===== src/rtl/wgate_pkg.sv =====
package wgate_pkg;
  localparam int SET_W = 4;
  localparam int LEN_W = 5;

  typedef enum logic [1:0] {
    PH_IDLE = 2'd0,
    PH_HIGH = 2'd1,
    PH_LOW  = 2'd2
  } phase_e;

  // Phase length in ticks: sixteen minus the setting.
  function automatic logic [LEN_W-1:0] ticks_for(input logic [SET_W-1:0] s);
    return 5'd16 - {1'b0, s};
  endfunction

  function automatic int max3(input int a, input int b, input int c);
    int m;
    m = (a > b) ? a : b;
    return (m > c) ? m : c;
  endfunction
endpackage


===== src/rtl/wgate_prescaler.sv =====
module wgate_prescaler
  import wgate_pkg::*;
#(
  parameter int TAP0_EXP = 12,
  parameter int TAP1_EXP = 13,
  parameter int TAP2_EXP = 14
) (
  input  logic       clk,
  input  logic       rst_n,
  input  logic [1:0] tap_sel,
  output logic       tick
);
  localparam int DIV_W = max3(TAP0_EXP, TAP1_EXP, TAP2_EXP);

  logic [DIV_W-1:0] div_q;
  logic [2:0]       tap_hit;

  always_ff @(posedge clk or negedge rst_n) begin
    if (!rst_n) div_q <= '0;
    else        div_q <= div_q + 1'b1;
  end

  for (genvar g = 0; g < 3; g++) begin : g_tap
    localparam int EXP = (g == 0) ? TAP0_EXP : (g == 1) ? TAP1_EXP : TAP2_EXP;
    assign tap_hit[g] = &div_q[EXP-1:0];
  end

  always_comb begin
    case (tap_sel)
      2'd0:    tick = tap_hit[0];
      2'd1:    tick = tap_hit[1];
      default: tick = tap_hit[2];
    endcase
  end

  AST_TICK_NOT_BACK2BACK: assert property (@(posedge clk) disable iff (!rst_n)
    $past(tick) && $stable(tap_sel) |-> !tick);
endmodule


===== src/rtl/wgate_phase.sv =====
module wgate_phase
  import wgate_pkg::*;
(
  input  logic             clk,
  input  logic             rst_n,
  input  logic             en,
  input  logic             tick,
  input  logic [SET_W-1:0] hi_set,
  input  logic [SET_W-1:0] lo_set,
  output logic             gate_q,
  output logic             rise_q,
  output logic             fall_q
);
  phase_e           phase_q;
  logic [SET_W-1:0] cnt_q;
  logic [LEN_W-1:0] hi_len_q;
  logic [LEN_W-1:0] lo_len_q;
  logic             hi_done;
  logic             lo_done;

  assign hi_done = ({1'b0, cnt_q} == hi_len_q - 5'd1);
  assign lo_done = ({1'b0, cnt_q} == lo_len_q - 5'd1);

  always_ff @(posedge clk or negedge rst_n) begin
    if (!rst_n) begin
      phase_q  <= PH_IDLE;
      cnt_q    <= '0;
      hi_len_q <= 5'd16;
      lo_len_q <= 5'd16;
      gate_q   <= 1'b0;
      rise_q   <= 1'b0;
      fall_q   <= 1'b0;
    end else begin
      rise_q <= 1'b0;
      fall_q <= 1'b0;
      if (!en) begin
        phase_q <= PH_IDLE;
        cnt_q   <= '0;
        gate_q  <= 1'b0;
      end else if (tick) begin
        case (phase_q)
          PH_IDLE: begin
            phase_q  <= PH_HIGH;
            hi_len_q <= ticks_for(hi_set);
            cnt_q    <= '0;
            gate_q   <= 1'b1;
            rise_q   <= 1'b1;
          end
          PH_HIGH: begin
            if (hi_done) begin
              phase_q  <= PH_LOW;
              lo_len_q <= ticks_for(lo_set);
              cnt_q    <= '0;
              gate_q   <= 1'b0;
              fall_q   <= 1'b1;
            end else begin
              cnt_q <= cnt_q + 1'b1;
            end
          end
          PH_LOW: begin
            if (lo_done) begin
              phase_q  <= PH_HIGH;
              hi_len_q <= ticks_for(hi_set);
              cnt_q    <= '0;
              gate_q   <= 1'b1;
              rise_q   <= 1'b1;
            end else begin
              cnt_q <= cnt_q + 1'b1;
            end
          end
          default: phase_q <= PH_IDLE;
        endcase
      end
    end
  end

  AST_HIGH_CNT_IN_RANGE: assert property (@(posedge clk) disable iff (!rst_n)
    phase_q == PH_HIGH |-> {1'b0, cnt_q} < hi_len_q);
  AST_LOW_CNT_IN_RANGE: assert property (@(posedge clk) disable iff (!rst_n)
    phase_q == PH_LOW |-> {1'b0, cnt_q} < lo_len_q);
  AST_STEP_ONLY_ON_TICK: assert property (@(posedge clk) disable iff (!rst_n)
    $past(en) && (phase_q != $past(phase_q)) |-> $past(tick));
  AST_DISABLE_CLEARS: assert property (@(posedge clk) disable iff (!rst_n)
    !en |=> phase_q == PH_IDLE && cnt_q == '0);
endmodule


===== src/rtl/window_gate_gen.sv =====
module window_gate_gen
  import wgate_pkg::*;
#(
  parameter int TAP0_EXP = 12,
  parameter int TAP1_EXP = 13,
  parameter int TAP2_EXP = 14
) (
  input  logic       clk,
  input  logic       rst_n,
  input  logic       en,
  input  logic [3:0] hi_set,
  input  logic [3:0] lo_set,
  input  logic [1:0] tap_sel,
  output logic       gate,
  output logic       rise_strb,
  output logic       fall_strb
);
  logic tick;
  logic gate_q;
  logic rise_q;
  logic fall_q;

  wgate_prescaler #(
    .TAP0_EXP(TAP0_EXP),
    .TAP1_EXP(TAP1_EXP),
    .TAP2_EXP(TAP2_EXP)
  ) u_prescaler (
    .clk    (clk),
    .rst_n  (rst_n),
    .tap_sel(tap_sel),
    .tick   (tick)
  );

  wgate_phase u_phase (
    .clk   (clk),
    .rst_n (rst_n),
    .en    (en),
    .tick  (tick),
    .hi_set(hi_set),
    .lo_set(lo_set),
    .gate_q(gate_q),
    .rise_q(rise_q),
    .fall_q(fall_q)
  );

  assign gate      = gate_q & en;
  assign rise_strb = rise_q & en;
  assign fall_strb = fall_q & en;

  AST_RISE_MARKS_EDGE: assert property (@(posedge clk) disable iff (!rst_n)
    rise_strb |-> gate && !$past(gate));
  AST_FALL_MARKS_EDGE: assert property (@(posedge clk) disable iff (!rst_n)
    fall_strb |-> !gate && $past(gate));
  AST_STROBES_EXCLUSIVE: assert property (@(posedge clk) disable iff (!rst_n)
    !(rise_strb && fall_strb));
  AST_RESET_QUIET: assert property (@(posedge clk)
    !rst_n |-> !gate && !rise_strb && !fall_strb);
endmodule


===== config.mk =====
export PLATFORM = sky130hd
export DESIGN_NAME = window_gate_gen
export DESIGN_NICKNAME = d
export VERILOG_FILES = /design/src/rtl/wgate_pkg.sv /design/src/rtl/wgate_prescaler.sv /design/src/rtl/wgate_phase.sv /design/src/rtl/window_gate_gen.sv
export SDC_FILE = /design/constraint.sdc
export NUM_CORES = 1
export LEC_CHECK = 0
export CAP_MARGIN = 20
export CORE_MARGIN = 4
export CORE_UTILIZATION = 58
export DETAILED_ROUTE_END_ITERATION = 8
export DONT_BUFFER_PORTS = 1
export PLACE_DENSITY = 0.74
export SYNTH_ARGS = -nofsm -noshare
export SYNTH_HDL_FRONTEND = slang
export SYNTH_SLANG_ARGS = --single-unit

===== constraint.sdc =====
create_clock -name clk -period 2.3 [get_ports clk]
set_clock_uncertainty 0.05 [all_clocks]
set_input_delay 0.46 -clock clk [delete_from_list [all_inputs] [get_ports clk]]
set_output_delay 0.46 -clock clk [all_outputs]
set_load 0.01 [all_outputs]

==> results.sh <==
export IMPL_worstPathMaxFanout=5
export IMPL_synthTopCellsByArea="dfrtp_1 (40%), ha_1 (6.5%), xnor2_1 (5.9%)"
export IMPL_leakagePower_nw=0.911
export IMPL_period_needed_ps=2110
export IMPL_synth_seq_cells=33
export IMPL_worstMarginPinSlew_ps=457
export IMPL_root_buffer="clkbuf_4"
export IMPL_worstSetupEndpointType="register"
export IMPL_cp_depth=8
export IMPL_worst_setup_path_type="register to register"
export IMPL_powerDensity_mw_per_mm2=445
export IMPL_sw_frac_of_total_pct=22.8
export IMPL_multi_input_area_mm2=0.00101
export IMPL_clock_latency_ps=330
export IMPL_core_area_mm2=0.00310
export IMPL_grt_use_met3_pct=5.30
export IMPL_grtUsageMet1_pct=21.2
export IMPL_cts_buffers=5
export IMPL_start_util_pct=61.7
export IMPL_cts_tree="built"
export IMPL_p_switching_mw=0.209
export IMPL_rsz0062_at_grt="no"
export IMPL_hp_class="input port to register"
export IMPL_setup_tns_ps=0
export IMPL_grt_pass1_vias=1372
export IMPL_yosysTopAreaCellShare_pct=40.5
export IMPL_cp_slowest_cell="dfrtp_1"
export IMPL_cp_arrival_ps=2280
export IMPL_timing_final_crit_share_pct=91.7
export IMPL_cp_cell_sequence="inv_1, ha_1, nand3b_1, a21oi_1, o311a_4, o221a_4, and3_4, a2bb2oi_2"
export IMPL_drc=0
export IMPL_clkTransAtPathRegs_ps=100
export IMPL_worstPathRequired_ps=2470
export IMPL_holdPathStages=2
export IMPL_finalNetCount=221
export IMPL_cts_max_path_buffers=2
export IMPL_io_buffers=0
export IMPL_drtAntennaViolNets=0
export IMPL_ys_flop_type="dfrtp_1"
export IMPL_yosys_warnings=0
export IMPL_dr_pass1_iters=4
export IMPL_drtIter0Drc=65
export IMPL_diodes=0
export IMPL_critPathTopFamily="compound AO/OA/AOI/OAI gates"
export IMPL_cts_resized=0
export IMPL_netlist_top_cell_by_area="dfrtp_1"
export IMPL_final_common_cell="dfrtp_1"
export IMPL_syn_inst=188
export IMPL_critPathBufInv=1
export IMPL_grt_busiest_layer="met2"
export IMPL_place_congestion=0.752
export IMPL_dp_cells=230
export IMPL_vias=1329
export IMPL_syn2layout_area_growth_pct=7.71
export IMPL_hp_start="en"
export IMPL_cp_start_kind="register"
export IMPL_grt_pass1_wl_um=5930
export IMPL_fill_cells=260
export IMPL_wl_um=3370
export IMPL_htreeDepth=2
export IMPL_slew_viol_final=0
export IMPL_grt_usage_pct=18.5
export IMPL_peakVddDrop_uv=387
export IMPL_setup_viol=0
export IMPL_grtUsageMet2_pct=31.5
export IMPL_finalHoldViolCount=0
export IMPL_syn_cell_area_mm2=0.00192
export IMPL_p_int_mw=0.709
export IMPL_clkPwrFrac_pct=33.2
export IMPL_regArea_um2=828
export IMPL_drive_gt1_share_pct=14.6
export IMPL_pwr_share_seq_pct=63.2
export IMPL_status="finished, final reports clean"
export IMPL_post_dp_hpwl_um=2550
export IMPL_wl_per_cell_um=13.9
export IMPL_design_area_mm2=0.00206
export IMPL_timing_critical_path_slowest_cell_delay_ps=420
export IMPL_syn_avg_cell_area_um2=10.2
export IMPL_place_area_mm2=0.00196
export IMPL_antenna_found_initial=0
export IMPL_num_rows=20
export IMPL_grt_max_degree=34
export IMPL_viasPerCell=5.47
export IMPL_worstReg2RegStart="u_phase.hi_len_q[0]"
export IMPL_synth_distinct_cells=42
export IMPL_synth_edff_count=0
export IMPL_die_area_mm2=0.00429
export IMPL_grt_overflow=0
export IMPL_layout_common_cells="dfrtp_1 (31), nand2_1 (22), inv_1 (16)"
export IMPL_die_width_um=65.5
export IMPL_seq_area_frac_synth_pct=43.2
export IMPL_synthArstFlopShare_pct=100
export IMPL_max_freq_mhz=474
export IMPL_pwr_share_comb_pct=3.6
export IMPL_die_h_um=65.5
export IMPL_r2r_worst_path_cells=8
export IMPL_synth_nets=211
export IMPL_fin_cells=243
export IMPL_maxSlewHeadroom_pct=69.5
export IMPL_timing_max_cap_violations=0
export IMPL_num_io_pins=16
export IMPL_critical_path_startpoint="u_phase.hi_len_q[0]"
export IMPL_clock_sinks=33
kinds of logic (layout without fill, tap and decap cells):
group,after synthesis,after routing,synth area share [%]
mux,3,3,1.70
flops,33,33,43.2
fa+ha+maj,10,10,6.53
simple gates,71,71,21.1
compound gates,26,26,11.6
xor+xnor,26,26,11.9
buf+inv,19,30,3.92
power by group through the flow:
stage / combinational [mW] / clock, mW / sequential, mW
floorplan: 0.0171 / 0 / 0.591
global placement: 0.0165 / 0 / 0.591
detailed placement: 0.0175 / 0 / 0.591
CTS: 0.0349 / 0.319 / 0.580
global route: 0.0393 / 0.352 / 0.580
finish: 0.0334 / 0.305 / 0.580
flip-flops by register name, indices dropped and copies added (netlist names):
signal and flops:
u_phase.hi_len_q 5, u_phase.fall_q 1, u_phase.phase_q 2, u_phase.gate_q 1, u_phase.rise_q 1, u_phase.cnt_q 4, u_phase.lo_len_q 5, u_prescaler.div_q 14
layout make-up:
class	count	share of cell area, %
clock buffers	6	2.00
clock inverters	2	0.485
inverters	17	3.09
multi-input cells	136	49.1
flip-flops and latches	33	40.1
well taps	44	2.67
repair buffers	5	2.55
per-stage QoR:
stage / util (%) / hold WS, ps / setup slack [ps] / power (mW)
2_1_floorplan: - / 114 / 317 / 0.609
3_3_place_gp: 63.1 / 115 / 265 / 0.608
3_5_place_dp: 63.1 / 115 / 181 / 0.609
4_1_cts: 65.8 / 189 / 155 / 0.934
5_1_grt: 66.5 / 187 / 49.4 / 0.971
6_report: 66.5 / 204 / 191 / 0.918
layer usage:
layer,vias up,wire length [um]
met2,18,1830
met1,646,1380
met3,6,105
met5,-,0
li1,659,-
met4,0,56
worst paths after layout:
path / slack, ps / end
setup / recovery: 190 / u_phase.gate_q
hold / removal: 200 / u_phase.fall_q
setup reg to reg: 190 / u_phase.gate_q
hold reg to reg: 420 / u_prescaler.div_q[4]
max in group asynchronous: 1450 / u_phase.hi_len_q[4]
min in group asynchronous: 510 / u_phase.cnt_q[3]
synthesized netlist by cell type, types with 2 or more instances:
master,number
a21oi_1,5
and2_1,5
and3_1,2
dfrtp_1,31
dfstp_2,2
ha_1,10
inv_1,16
nand2_1,22
nand2b_1,2
nand3_1,6
nand3b_1,2
nand4_1,2
nand4b_1,3
nor2_1,10
nor3_1,6
nor4_1,2
o21ai_0,10
o22ai_1,3
o311a_4,2
xnor2_1,13
xor2_1,13
repair_timing:
item                       CTS  global route
hold buffers                 2             0
setup endpoints to repair    0             1
buffers inserted             0             3
hold endpoints to repair    33             0
No activity file was read; power rests on OpenSTA's default activity.
